## config.mk

```make
export PLATFORM = sky130hd
export DESIGN_NAME = mirrored_commit
export DESIGN_NICKNAME = d
export VERILOG_FILES = /design/src/rtl/mrc_pkg.sv /design/src/rtl/mrc_word_seq.sv /design/src/rtl/mrc_record_hold.sv /design/src/rtl/mrc_fsm.sv /design/src/rtl/mirrored_commit.sv
export SDC_FILE = /design/constraint.sdc
export NUM_CORES = 1
export LEC_CHECK = 0
export ABC_CLOCK_PERIOD_IN_PS = 6300
export BUFFER_PORTS_ARGS = -buffer_cell sky130_fd_sc_hd__buf_2
export CORE_ASPECT_RATIO = 1.2
export CORE_MARGIN = 1
export CORE_UTILIZATION = 51
export CTS_CLUSTER_SIZE = 20
export DETAILED_ROUTE_END_ITERATION = 8
export GPL_TIMING_DRIVEN = 0
export PLACE_DENSITY_LB_ADDON = 0.15
export SLEW_MARGIN = 10
export SYNTH_ARGS = -nofsm -noshare
export SYNTH_HDL_FRONTEND = slang
export SYNTH_SLANG_ARGS = --single-unit
```

## constraint.sdc

```tcl
create_clock -name clk -period 6.3 [get_ports clk]
set_input_delay 0.315 -clock clk [delete_from_list [all_inputs] [get_ports clk]]
set_output_delay 0.315 -clock clk [all_outputs]
set_load 0.01 [all_outputs]
```

## src/rtl/mrc_pkg.sv

```systemverilog
package mrc_pkg;

    localparam logic [1:0] STAT_CLEAN     = 2'b00;
    localparam logic [1:0] STAT_COPYING   = 2'b01;
    localparam logic [1:0] STAT_MAIN_OPEN = 2'b10;
    localparam logic [1:0] STAT_MAIN_DONE = 2'b11;

    typedef enum logic [3:0] {
        ST_BOOT,
        ST_IDLE,
        ST_MARK_OPEN,
        ST_WR_MAIN,
        ST_MARK_DONE,
        ST_MARK_COPY,
        ST_COPY,
        ST_CLEAR,
        ST_RESTORE,
        ST_RESTORED
    } mrc_state_e;

    typedef struct packed {
        logic       main_we;
        logic       bak_we;
        logic       stat_we;
        logic [1:0] stat_val;
        logic       main_from_bak;
        logic       walk;
    } mrc_ctrl_t;

    function automatic mrc_state_e boot_target(input logic [1:0] stored);
        case (stored)
            STAT_MAIN_OPEN: return ST_RESTORE;
            STAT_MAIN_DONE: return ST_MARK_COPY;
            STAT_COPYING:   return ST_COPY;
            default:        return ST_IDLE;
        endcase
    endfunction

endpackage

```

## src/rtl/mrc_word_seq.sv

```systemverilog
module mrc_word_seq #(
    parameter int WORDS = 4,
    localparam int AW = (WORDS > 1) ? $clog2(WORDS) : 1
) (
    input  logic          clk,
    input  logic          rst,
    input  logic          walk,
    output logic [AW-1:0] idx,
    output logic          last
);
    localparam logic [AW-1:0] LAST_IDX = AW'(WORDS - 1);

    assign last = (idx == LAST_IDX);

    always_ff @(posedge clk) begin
        if (rst || !walk || last) idx <= '0;
        else                      idx <= idx + 1'b1;
    end
endmodule

```

## src/rtl/mrc_record_hold.sv

```systemverilog
module mrc_record_hold #(
    parameter int WORDS = 4,
    parameter int W = 16,
    localparam int AW = (WORDS > 1) ? $clog2(WORDS) : 1
) (
    input  logic             clk,
    input  logic             capture,
    input  logic [WORDS*W-1:0] rec_in,
    input  logic [AW-1:0]    sel,
    output logic [W-1:0]     word
);
    logic [W-1:0] held [WORDS];

    for (genvar i = 0; i < WORDS; i++) begin : g_word
        always_ff @(posedge clk) begin
            if (capture) held[i] <= rec_in[i*W +: W];
        end
    end

    assign word = held[sel];
endmodule

```

## src/rtl/mrc_fsm.sv

```systemverilog
module mrc_fsm
    import mrc_pkg::*;
(
    input  logic       clk,
    input  logic       rst,
    input  logic       req,
    input  logic [1:0] stored,
    input  logic       last,
    output mrc_ctrl_t  ctrl,
    output logic       capture,
    output logic       busy
);
    mrc_state_e state, nxt;

    always_ff @(posedge clk) begin
        if (rst) state <= ST_BOOT;
        else     state <= nxt;
    end

    always_comb begin
        nxt     = state;
        ctrl    = '0;
        capture = 1'b0;
        case (state)
            ST_BOOT: nxt = boot_target(stored);
            ST_IDLE: begin
                if (req) begin
                    capture = 1'b1;
                    nxt     = ST_MARK_OPEN;
                end
            end
            ST_MARK_OPEN: begin
                ctrl.stat_we  = 1'b1;
                ctrl.stat_val = STAT_MAIN_OPEN;
                nxt           = ST_WR_MAIN;
            end
            ST_WR_MAIN: begin
                ctrl.main_we = 1'b1;
                ctrl.walk    = 1'b1;
                if (last) nxt = ST_MARK_DONE;
            end
            ST_MARK_DONE: begin
                ctrl.stat_we  = 1'b1;
                ctrl.stat_val = STAT_MAIN_DONE;
                nxt           = ST_MARK_COPY;
            end
            ST_MARK_COPY: begin
                ctrl.stat_we  = 1'b1;
                ctrl.stat_val = STAT_COPYING;
                nxt           = ST_COPY;
            end
            ST_COPY: begin
                ctrl.bak_we = 1'b1;
                ctrl.walk   = 1'b1;
                if (last) nxt = ST_CLEAR;
            end
            ST_RESTORE: begin
                ctrl.main_we       = 1'b1;
                ctrl.main_from_bak = 1'b1;
                ctrl.walk          = 1'b1;
                if (last) nxt = ST_RESTORED;
            end
            ST_CLEAR, ST_RESTORED: begin
                ctrl.stat_we  = 1'b1;
                ctrl.stat_val = STAT_CLEAN;
                nxt           = ST_IDLE;
            end
            default: nxt = ST_BOOT;
        endcase
    end

    assign busy = (state != ST_IDLE);
endmodule

```

## src/rtl/mirrored_commit.sv

```systemverilog
module mirrored_commit
    import mrc_pkg::*;
#(
    parameter int WORDS = 4,
    parameter int W = 16,
    localparam int AW = (WORDS > 1) ? $clog2(WORDS) : 1
) (
    input  logic               clk,
    input  logic               rst,
    input  logic               upd_req,
    input  logic [WORDS*W-1:0] upd_data,
    output logic               busy,
    output logic [AW-1:0]      main_addr,
    output logic               main_we,
    output logic [W-1:0]       main_wdata,
    input  logic [W-1:0]       main_rdata,
    output logic [AW-1:0]      bak_addr,
    output logic               bak_we,
    output logic [W-1:0]       bak_wdata,
    input  logic [W-1:0]       bak_rdata,
    output logic               stat_we,
    output logic [1:0]         stat_wdata,
    input  logic [1:0]         stat_rdata
);
    mrc_ctrl_t     ctrl;
    logic          capture;
    logic          last;
    logic [AW-1:0] idx;
    logic [W-1:0]  rec_word;

    mrc_fsm u_fsm (
        .clk     (clk),
        .rst     (rst),
        .req     (upd_req),
        .stored  (stat_rdata),
        .last    (last),
        .ctrl    (ctrl),
        .capture (capture),
        .busy    (busy)
    );

    mrc_word_seq #(.WORDS(WORDS)) u_seq (
        .clk  (clk),
        .rst  (rst),
        .walk (ctrl.walk),
        .idx  (idx),
        .last (last)
    );

    mrc_record_hold #(.WORDS(WORDS), .W(W)) u_hold (
        .clk     (clk),
        .capture (capture),
        .rec_in  (upd_data),
        .sel     (idx),
        .word    (rec_word)
    );

    assign main_addr  = idx;
    assign bak_addr   = idx;
    assign main_we    = ctrl.main_we & ~rst;
    assign bak_we     = ctrl.bak_we & ~rst;
    assign stat_we    = ctrl.stat_we & ~rst;
    assign stat_wdata = ctrl.stat_val;
    assign main_wdata = ctrl.main_from_bak ? bak_rdata : rec_word;
    assign bak_wdata  = main_rdata;
endmodule

```

==> flow_summary.ini, run 1 <==
[pwr]
ir_worst_vdd_v = 0.000244
switching_share = 0.289
p_comb_frac = 0.314
intPower_uw = 925
sequentialPowerShare = 0.464
p_switching_uw = 376
p_leak_uw = 0.00167
power_density_mw_per_mm2 = 319
p_clk_frac = 0.222

[sta]
min_period_ns = 2.52
rsz0062_at_grt = no
fmax_ghz = 0.398
layout_setup_ws_ns = 3.78
finalMaxSlewViolations = 0
setup_violations = 0
tightest_slew_ns = 0.826
tns_ns = 0
period_share = 0.399
skew_ns = 0.00746
hold_viol = 0
slew_headroom = 0.450
timing.hold.ws_ns = 0.152

[global_routing]
top_usage_layer = met2
grt_pass1_vias = 1894
grt_max_degree = 65
grt.overflow.total = 0
met3_usage = 0.0638
antenna_found_initial = 0
grt_pass1_wl_mm = 8.68
grt_use_met2 = 0.326
grt_util_met1 = 0.210
grt_use_total = 0.190

[die]
start_util = 0.526
die_area_sq_mm = 0.00657
io_pins = 143
row_count = 31
die_w_um = 74.1
fp.dieH_um = 88.6
coreArea_sq_mm = 0.00605

[critical_path]
worstSetupPathType = reg2out
startpoint_type = register
path_max_fanout = 10
cp-endpoint = main_wdata[14]
critPathMaxStageDelay_ns = 0.39
reg2regPathDepth = 3
cp_top_family = buffers and inverters
end_kind = primary output
crit-reg2reg-launch = u_fsm.state[0]
cp_slowest_cell = dfxtp_1
crit_start = u_seq.idx[1]
rr_endpoint = u_hold.held[1][6]
critical_path_depth = 5
rrSetupSlack_ns = 4.24
arrival_ns = 2.20
cp.required_ns = 5.98
crit_top_cell = buf_2
crit_buf_inv = 3
cp_cell_sequence = clkbuf_1 -> buf_2 -> mux4_2 -> mux2_2 -> buf_2

[synthesis]
synthesis.nets = 291
synthSimpleGateAreaFrac = 0.0503
synthMuxAreaShare = 0.174
yosys-top-cells-area = edfxtp_1 60%, mux4_2 8.5%, mux2_2 5.7%
synth_flop_cell = edfxtp_1
synthAdderAreaFrac = 0.0196
synth_most_common_cell = edfxtp_1
syn_area_per_cell_sq_um = 17.2
syn_area_sq_mm = 0.00319
syn_inst = 185
synth_xor_area_frac = 0.0110
synthTopCellsByCount = 64 x edfxtp_1, 18 x buf_4, 16 x mux2_2
synth_seq_cells = 70
synth_cell_types = 38
ys_seq_area_frac = 0.641
yosysTopAreaCellShare = 0.603
synth_top_family_by_area = multiplexers
async_flop_share = 0
ys_warn_count = 0
yosys.area.top_type = edfxtp_1
synth-edff-count = 64
synth_compound_area_frac = 0.0283

[cts]
cts_root_buffer = clkbuf_8
htree_levels = 3
cts-buffers-inserted = 9
post-cts-setup-buffers = 0
tritoncts = done
cts_resized = 0
cts.clk_slew.worst_paths_ns = 0.07
clk_latency_ns = 0.33
cts_hold_buf = 0
cts.path.max_buffers = 2
clkSinkCount = 70

[placed_design]
dp_hpwl_mm = 4.40
gp_congestion = 0.808
place_inst = 393
placed_area_sq_mm = 0.00392
post-place-ws_ns = 4.11
port_buffers = 126

[final_layout]
fillers = 449
antenna_cells = 0
postLayoutCellArea_sq_mm = 0.00408
stdcell_count = 409
drive_gt1_frac = 0.599
area_growth_syn_to_layout_pct = 28.1
fin_nets = 428

[detailed_routing]
antenna_left = 0
vias = 2006
firstDrtPassIters = 4
viasPerCell = 4.90
drc = 0
post_drt_wl_per_cell_um = 14.6
initialDrtViolationCount = 88
wl_mm = 5.97

[run]
maxCapViolCount = 0

[run_status]
outcome = completed

[worst_hold_path]
hp-class = in2reg
==> per-layer routing <==
layer | vias up | share of wire
met5 | - | 0
met4 | 0 | 0.0099
met3 | 5 | 0.066
met2 | 78 | 0.55
met1 | 947 | 0.38
li1 | 976 | -
==> worst min-delay path by stage <==
stage / slack (ns) / end / start / cells after the start
after floorplan: 0.39 / u_fsm.state[0] / rst / 1
final: 0.15 / u_hold.held[3][2] / upd_data[50] / 1
after detailed placement: 0.49 / u_hold.held[1][3] / upd_data[19] / 1
after CTS: 0.13 / u_hold.held[2][11] / upd_data[43] / 1
after global placement: 0.49 / u_hold.held[1][9] / upd_data[25] / 1
after global routing: 0.13 / u_hold.held[3][2] / upd_data[50] / 1
==> through the flow <==
stage                     utilization  total power [uW]
final                           0.674              1300
after floorplan                     -               898
after CTS                       0.674              1310
after global routing            0.674              1370
after detailed placement        0.648              1030
after global placement          0.648              1020
==> worst register-to-register path: stages, from the launching register on <==
cell	delay (ns)
dfxtp_1	0.32
buf_2	0.20
nor2b_1	0.33
and3_4	0.79
==> state kept, by name, indices dropped and copies added, names as in the netlist <==
register and cells:
u_fsm.state 4, u_hold.held 64, u_seq.idx 2
==> power by group through the flow <==
stage / Clock (uW) / Sequential (uW) / Combinational (uW)
detailed placement: 0 / 614 / 411
global placement: 0 / 614 / 405
floorplan: 0 / 611 / 287
global route: 314 / 610 / 448
CTS: 297 / 604 / 413
finish: 288 / 604 / 409
==> cells by family after synthesis <==
family / Yosys count
and+or+nand+nor: 29
adders and majority gates: 5
xor gates and xnor gates: 4
AOI/OAI and AO/OA: 13
buffers and inverters: 32
muxes: 32
DFF: 70
==> cell type report <==
type | count | area (sq um) | share of cell area
clock inverters | 6 | 28.8 | 0.00705
inverters | 3 | 11.3 | 0.00276
flip-flops and latches | 70 | 2040 | 0.500
plain buffers | 29 | 229 | 0.0561
well taps | 82 | 103 | 0.0251
multi-input cells | 83 | 908 | 0.223
clock buffers | 10 | 128 | 0.0313
repair buffers | 126 | 631 | 0.155
==> cell usage in the layout (no fill, tap or decap), types with 2 or more instances in the layout <==
cell type / count
a21oi_1: 2
buf_4: 18
o21ai_0: 2
nand2b_1: 3
nand3_1: 2
clkinv_1: 3
nor4b_1: 2
inv_1: 3
mux4_2: 12
ha_1: 5
xor2_1: 3
dfxtp_1: 6
clkbuf_8: 9
clkinv_2: 2
mux2_2: 16
nand2_1: 4
buf_6: 4
mux4_1: 4
clkbuf_1: 2
buf_2: 130
nor2_1: 8
nor2b_1: 2
nor3_1: 2
edfxtp_1: 64
(Power assumes the default switching activity.)
==> run 2: changes to the inputs <==
--- a/config.mk
+++ b/config.mk
@@ -5,11 +5,11 @@
 export SDC_FILE = /design/constraint.sdc
 export NUM_CORES = 1
 export LEC_CHECK = 0
-export ABC_CLOCK_PERIOD_IN_PS = 6300
+export ABC_CLOCK_PERIOD_IN_PS = 2200
 export BUFFER_PORTS_ARGS = -buffer_cell sky130_fd_sc_hd__buf_2
 export CORE_ASPECT_RATIO = 1.2
 export CORE_MARGIN = 1
-export CORE_UTILIZATION = 51
+export CORE_UTILIZATION = 42
 export CTS_CLUSTER_SIZE = 20
 export DETAILED_ROUTE_END_ITERATION = 8
 export GPL_TIMING_DRIVEN = 0
==> constraint.sdc (replaced) <==
create_clock -name clk -period 2.2 [get_ports clk]
set_input_delay 0.11 -clock clk [delete_from_list [all_inputs] [get_ports clk]]
set_output_delay 0.11 -clock clk [all_outputs]
set_load 0.01 [all_outputs]
==> flow_summary.ini, run 2 (synthesis results as in run 1) <==
[sta]
period_share = 0.945
tns_ns = 0
skew_ns = 0.00914
tightest_slew_ns = 0.529
fmax_ghz = 0.481
finalMaxSlewViolations = 0
timing.hold.ws_ns = 0.0579
slew_headroom = 0.647
rsz0062_at_grt = no
min_period_ns = 2.08
setup_violations = 0
hold_viol = 0

[final_layout]
largest_reg_flops = 64
top_register = u_hold.held
layout_commonest_cell = buf_2
fin_nets = 493
fillers = 549
drive_gt1_frac = 0.510
antenna_cells = 0
top_regs = u_hold.held x64, u_fsm.state x4, u_seq.idx x2
fin_util = 0.655
area_growth_syn_to_layout_pct = 50.5
stdcell_count = 482
layout_common_cells = 129 x buf_2, 64 x dlygate4sd3_1, 64 x edfxtp_1

[detailed_routing]
initialDrtViolationCount = 85
firstDrtPassIters = 5
wl_mm = 7.26
vias = 2308
viasPerCell = 4.79
drc = 0
antenna_left = 0
post_drt_wl_per_cell_um = 15.1

[global_routing]
grt.overflow.total = 0
grt_util_met1 = 0.200
antenna_found_initial = 0
top_usage_layer = met2
grt_use_met2 = 0.338
grt_use_total = 0.186
grt_pass1_wl_mm = 10.6
met3_usage = 0.0347
grt_max_degree = 65
grt_pass1_vias = 2277

[placed_design]
port_buffers = 126
place_inst = 401
gp_congestion = 0.770
dp_hpwl_mm = 4.37

[pwr]
p_switching_uw = 1140
p_comb_frac = 0.315
intPower_uw = 2970
switching_share = 0.278
p_clk_frac = 0.265
sequentialPowerShare = 0.420
p_leak_uw = 0.00197
power_density_mw_per_mm2 = 857
total_power_uw = 4110
ir_worst_vdd_v = 0.000527

[cts]
cts_root_buffer = clkbuf_8
clk_latency_ns = 0.34
cts-buffers-inserted = 9
clkSinkCount = 70
cts.path.max_buffers = 2
htree_levels = 3
tritoncts = done
cts.clk_slew.worst_paths_ns = 0.07
post-cts-setup-buffers = 0

[worst_hold_path]
hp-class = in2reg

[die]
die_area_sq_mm = 0.00794
start_util = 0.435
fp.dieH_um = 97.4
row_count = 34
die_w_um = 81.5
coreArea_sq_mm = 0.00732
io_pins = 143

[critical_path]
startpoint_type = register
end_kind = primary output
cp.required_ns = 2.09
path_max_fanout = 10
arrival_ns = 1.97
worstSetupPathType = reg2out

[run_status]
outcome = completed

[run]
maxCapViolCount = 0
==> run 2: changes by cell type in the layout (fill, tap and decap cells not counted), sizes merged <==
cell	before	now
bufinv	0	2
and3	2	3
clkinv	5	3
clkbuf	12	13
clkinvlp	1	0
dlygate4sd3	0	64
==> run 2: repair_timing <==
item	in CTS	in global routing
hold buffers	64	0
resized for setup	2	2
endpoints found under the setup margin	10	73
hold endpoints to repair	64	0
gates cloned	0	1
pin swaps	0	1
==> run 2: through the flow <==
| step | instance area, sq um | worst slack [ns] |
|---|---|---|
| floorplan | 3190 | 0.136 |
| global route | 4800 | 0.0159 |
| detailed placement | 3930 | 0.108 |
| CTS | 4780 | 0.0254 |
| global placement | 3930 | -0.278 |
| finish | 4800 | 0.121 |
==> run 2: cell type report <==
cell class,instances,area (sq um),area share
sequential,70,2040,0.426
timing repair buffer,190,1270,0.265
multi-input combinational,84,920,0.192
clock buffer,11,131,0.0274
inverter,3,11.3,0.00235
clock inverter,5,73.8,0.0154
tap,90,113,0.0235
buffer,29,233,0.0485
==> run 2: final timing paths <==
check	startpoint	to	slack, ns	cells after the start
max	u_seq.idx[0]	main_wdata[9]	0.12	5
min	rst	u_seq.idx[0]	0.06	2
min reg2reg	u_fsm.state[0]	u_fsm.state[3]	0.60	2
max reg2reg	u_fsm.state[0]	u_hold.held[1][13]	0.21	3
==> run 2: critical path, cell delays in order (launching register included) <==
cell and delay (ns):
dfxtp_2 0.37, buf_6 0.18, buf_12 0.17, mux4_2 0.51, mux2_2 0.27, buf_2 0.14
==> run 2: power groups by stage <==
stage / clock network [uW] / logic, uW / registers, uW
6_report: 1090 / 1300 / 1720
5_1_grt: 1170 / 1410 / 1740
4_1_cts: 1110 / 1270 / 1730
3_5_place_dp: 0 / 1180 / 1760
3_3_place_gp: 0 / 1170 / 1750
2_1_floorplan: 0 / 822 / 1740
==> run 2: metal layers <==
metal / share of wire / vias to the layer above
met5: 0 / -
met4: 0.010 / 0
met3: 0.044 / 6
met2: 0.55 / 82
met1: 0.39 / 1115
li1: - / 1105
==> run 3: changes to the inputs <==
--- a/config.mk
+++ b/config.mk
@@ -18,3 +18,4 @@
 export SYNTH_ARGS = -nofsm -noshare
 export SYNTH_HDL_FRONTEND = slang
 export SYNTH_SLANG_ARGS = --single-unit
+export TNS_END_PERCENT = 1
==> constraint.sdc (replaced) <==
create_clock -name clk -period 2.2 [get_ports clk]
set_input_delay 0.66 -clock clk [delete_from_list [all_inputs] [get_ports clk]]
set_output_delay 0.66 -clock clk [all_outputs]
set_load 0.01 [all_outputs]
==> flow_summary.ini, run 3 (synthesis results as in run 1) <==
[global_routing]
grt_pass1_wl_mm = 9.52
grt_max_degree = 65
grt_use_total = 0.167
antenna_found_initial = 0
grt_pass1_vias = 2006
grt.overflow.total = 0

[pwr]
p_comb_frac = 0.333
p_switching_uw = 1150
p_leak_uw = 0.00177
power_density_mw_per_mm2 = 974
ir_worst_vdd_v = 0.000554
p_clk_frac = 0.257
intPower_uw = 3070
sequentialPowerShare = 0.411
switching_share = 0.273

[sta]
slew_headroom = 0.430
setup_violations = 16
rsz0062_at_grt = yes
skew_ns = 0.00886
min_period_ns = 2.52
timing.hold.ws_ns = 0.493
fmax_ghz = 0.397
layout_setup_ws_ns = -0.322
finalMaxSlewViolations = 0
period_share = 1.15
tightest_slew_ns = 0.854
hold_viol = 0

[die]
io_pins = 143
die_w_um = 81.5
fp.dieH_um = 97.4
die_area_sq_mm = 0.00794
row_count = 34
start_util = 0.435
coreArea_sq_mm = 0.00732

[cts]
cts_root_buffer = clkbuf_8
cts.path.max_buffers = 2
cts_hold_buf = 0
cts.clk_slew.worst_paths_ns = 0.08
clk_latency_ns = 0.34
htree_levels = 3
tritoncts = done
clkSinkCount = 70
cts-buffers-inserted = 9

[critical_path]
crit_top_cell = buf_12
rrSetupSlack_ns = 0.23
arrival_ns = 1.86
cp.required_ns = 1.54
crit-reg2reg-launch = u_fsm.state[0]
reg2regPathDepth = 3
path_max_fanout = 8
worstSetupPathType = reg2out
end_kind = primary output
cp_cell_sequence = buf_12 -> buf_12 -> mux4_2 -> mux2_2 -> buf_6
critPathMaxStageDelay_ns = 0.50
startpoint_type = register
rr_endpoint = u_hold.held[1][13]
cp_slowest_cell = mux4_2

[run]
maxCapViolCount = 0

[detailed_routing]
wl_mm = 6.32
antenna_left = 0
viasPerCell = 4.80
drc = 0
firstDrtPassIters = 4
initialDrtViolationCount = 83
post_drt_wl_per_cell_um = 14.9
vias = 2032

[final_layout]
area_growth_syn_to_layout_pct = 36.1
fin_nets = 434
fillers = 611
top_register = u_hold.held
layout_commonest_cell = buf_2
stdcell_count = 423
layout_common_cells = 118 x buf_2, 64 x edfxtp_1, 24 x buf_4
drive_gt1_frac = 0.649
largest_reg_flops = 64
fin_util = 0.593
antenna_cells = 0
top_regs = u_hold.held x64, u_fsm.state x4, u_seq.idx x2

[run_status]
violations = negative setup slack
outcome = complete, but fails checks

[placed_design]
gp_congestion = 0.770
dp_hpwl_mm = 4.37
port_buffers = 126
place_inst = 401

[worst_hold_path]
whs_path_depth = 1
min_to = u_hold.held[3][14]
hold_start = upd_data[62]
hp-class = in2reg
-- run 3: worst max-delay path by stage --
stage                      start        endpoint  slack (ns)
global placement    u_seq.idx[1]  main_wdata[13]       -0.33
detailed placement  u_seq.idx[1]  main_wdata[13]       -0.33
finish              u_seq.idx[0]   main_wdata[9]       -0.32
global route        u_seq.idx[0]   main_wdata[7]       -0.39
floorplan           u_seq.idx[0]  main_wdata[10]        0.04
CTS                 u_seq.idx[0]  main_wdata[13]       -0.36
-- run 3: final cells by class --
type                       count  area (sq um)  area share
buffer                        28           267      0.0615
clock buffer                  11           131      0.0303
clock inverter                 5          73.8      0.0170
inverter                       3          11.3     0.00260
multi-input combinational     83           932       0.215
sequential                    70          2050       0.473
tap                           90           113      0.0260
timing repair buffer         133           759       0.175
-- run 3: power by group through the flow --
stage	registers (uW)	clock network, uW	logic [uW]
6_report	1740	1080	1400
5_1_grt	1750	1150	1530
4_1_cts	1730	1110	1350
3_5_place_dp	1760	0	1180
3_3_place_gp	1750	0	1170
2_1_floorplan	1740	0	822
-- run 3: through the flow --
| stage | power, uW | setup TNS [ns] | area, sq um | worst slack (ns) |
|---|---|---|---|---|
| 2_1_floorplan | 2560 | 0 | 3190 | 0.0413 |
| 3_3_place_gp | 2920 | -20.89 | 3930 | -0.325 |
| 3_5_place_dp | 2940 | -3.31 | 3930 | -0.330 |
| 4_1_cts | 4190 | -5.49 | 4290 | -0.361 |
| 5_1_grt | 4430 | -5.95 | 4340 | -0.391 |
| 6_report | 4220 | -4.71 | 4340 | -0.322 |
-- run 3: routing by layer --
layer | share of wire | GRT usage | vias to the layer above
li1 | - | - | 982
met1 | 0.41 | 0.192 | 962
met2 | 0.52 | 0.279 | 76
met3 | 0.048 | 0.0357 | 12
met4 | 0.024 | 0.0975 | 0
met5 | 0 | 0 | -
-- run 3: repair_timing --
item	in CTS	in global routing
setup buffers	6	0
cloned	1	0
hold endpoints to repair	0	0
endpoints found under the setup margin	17	18
gates resized for setup	27	15
pin swaps	0	1
-- run 3: critical path: cells and delay by family, from the launching register on --
kind,cells,cell delay [ns]
muxes,2,0.78
DFF,1,0.36
buffers and inverters,3,0.38
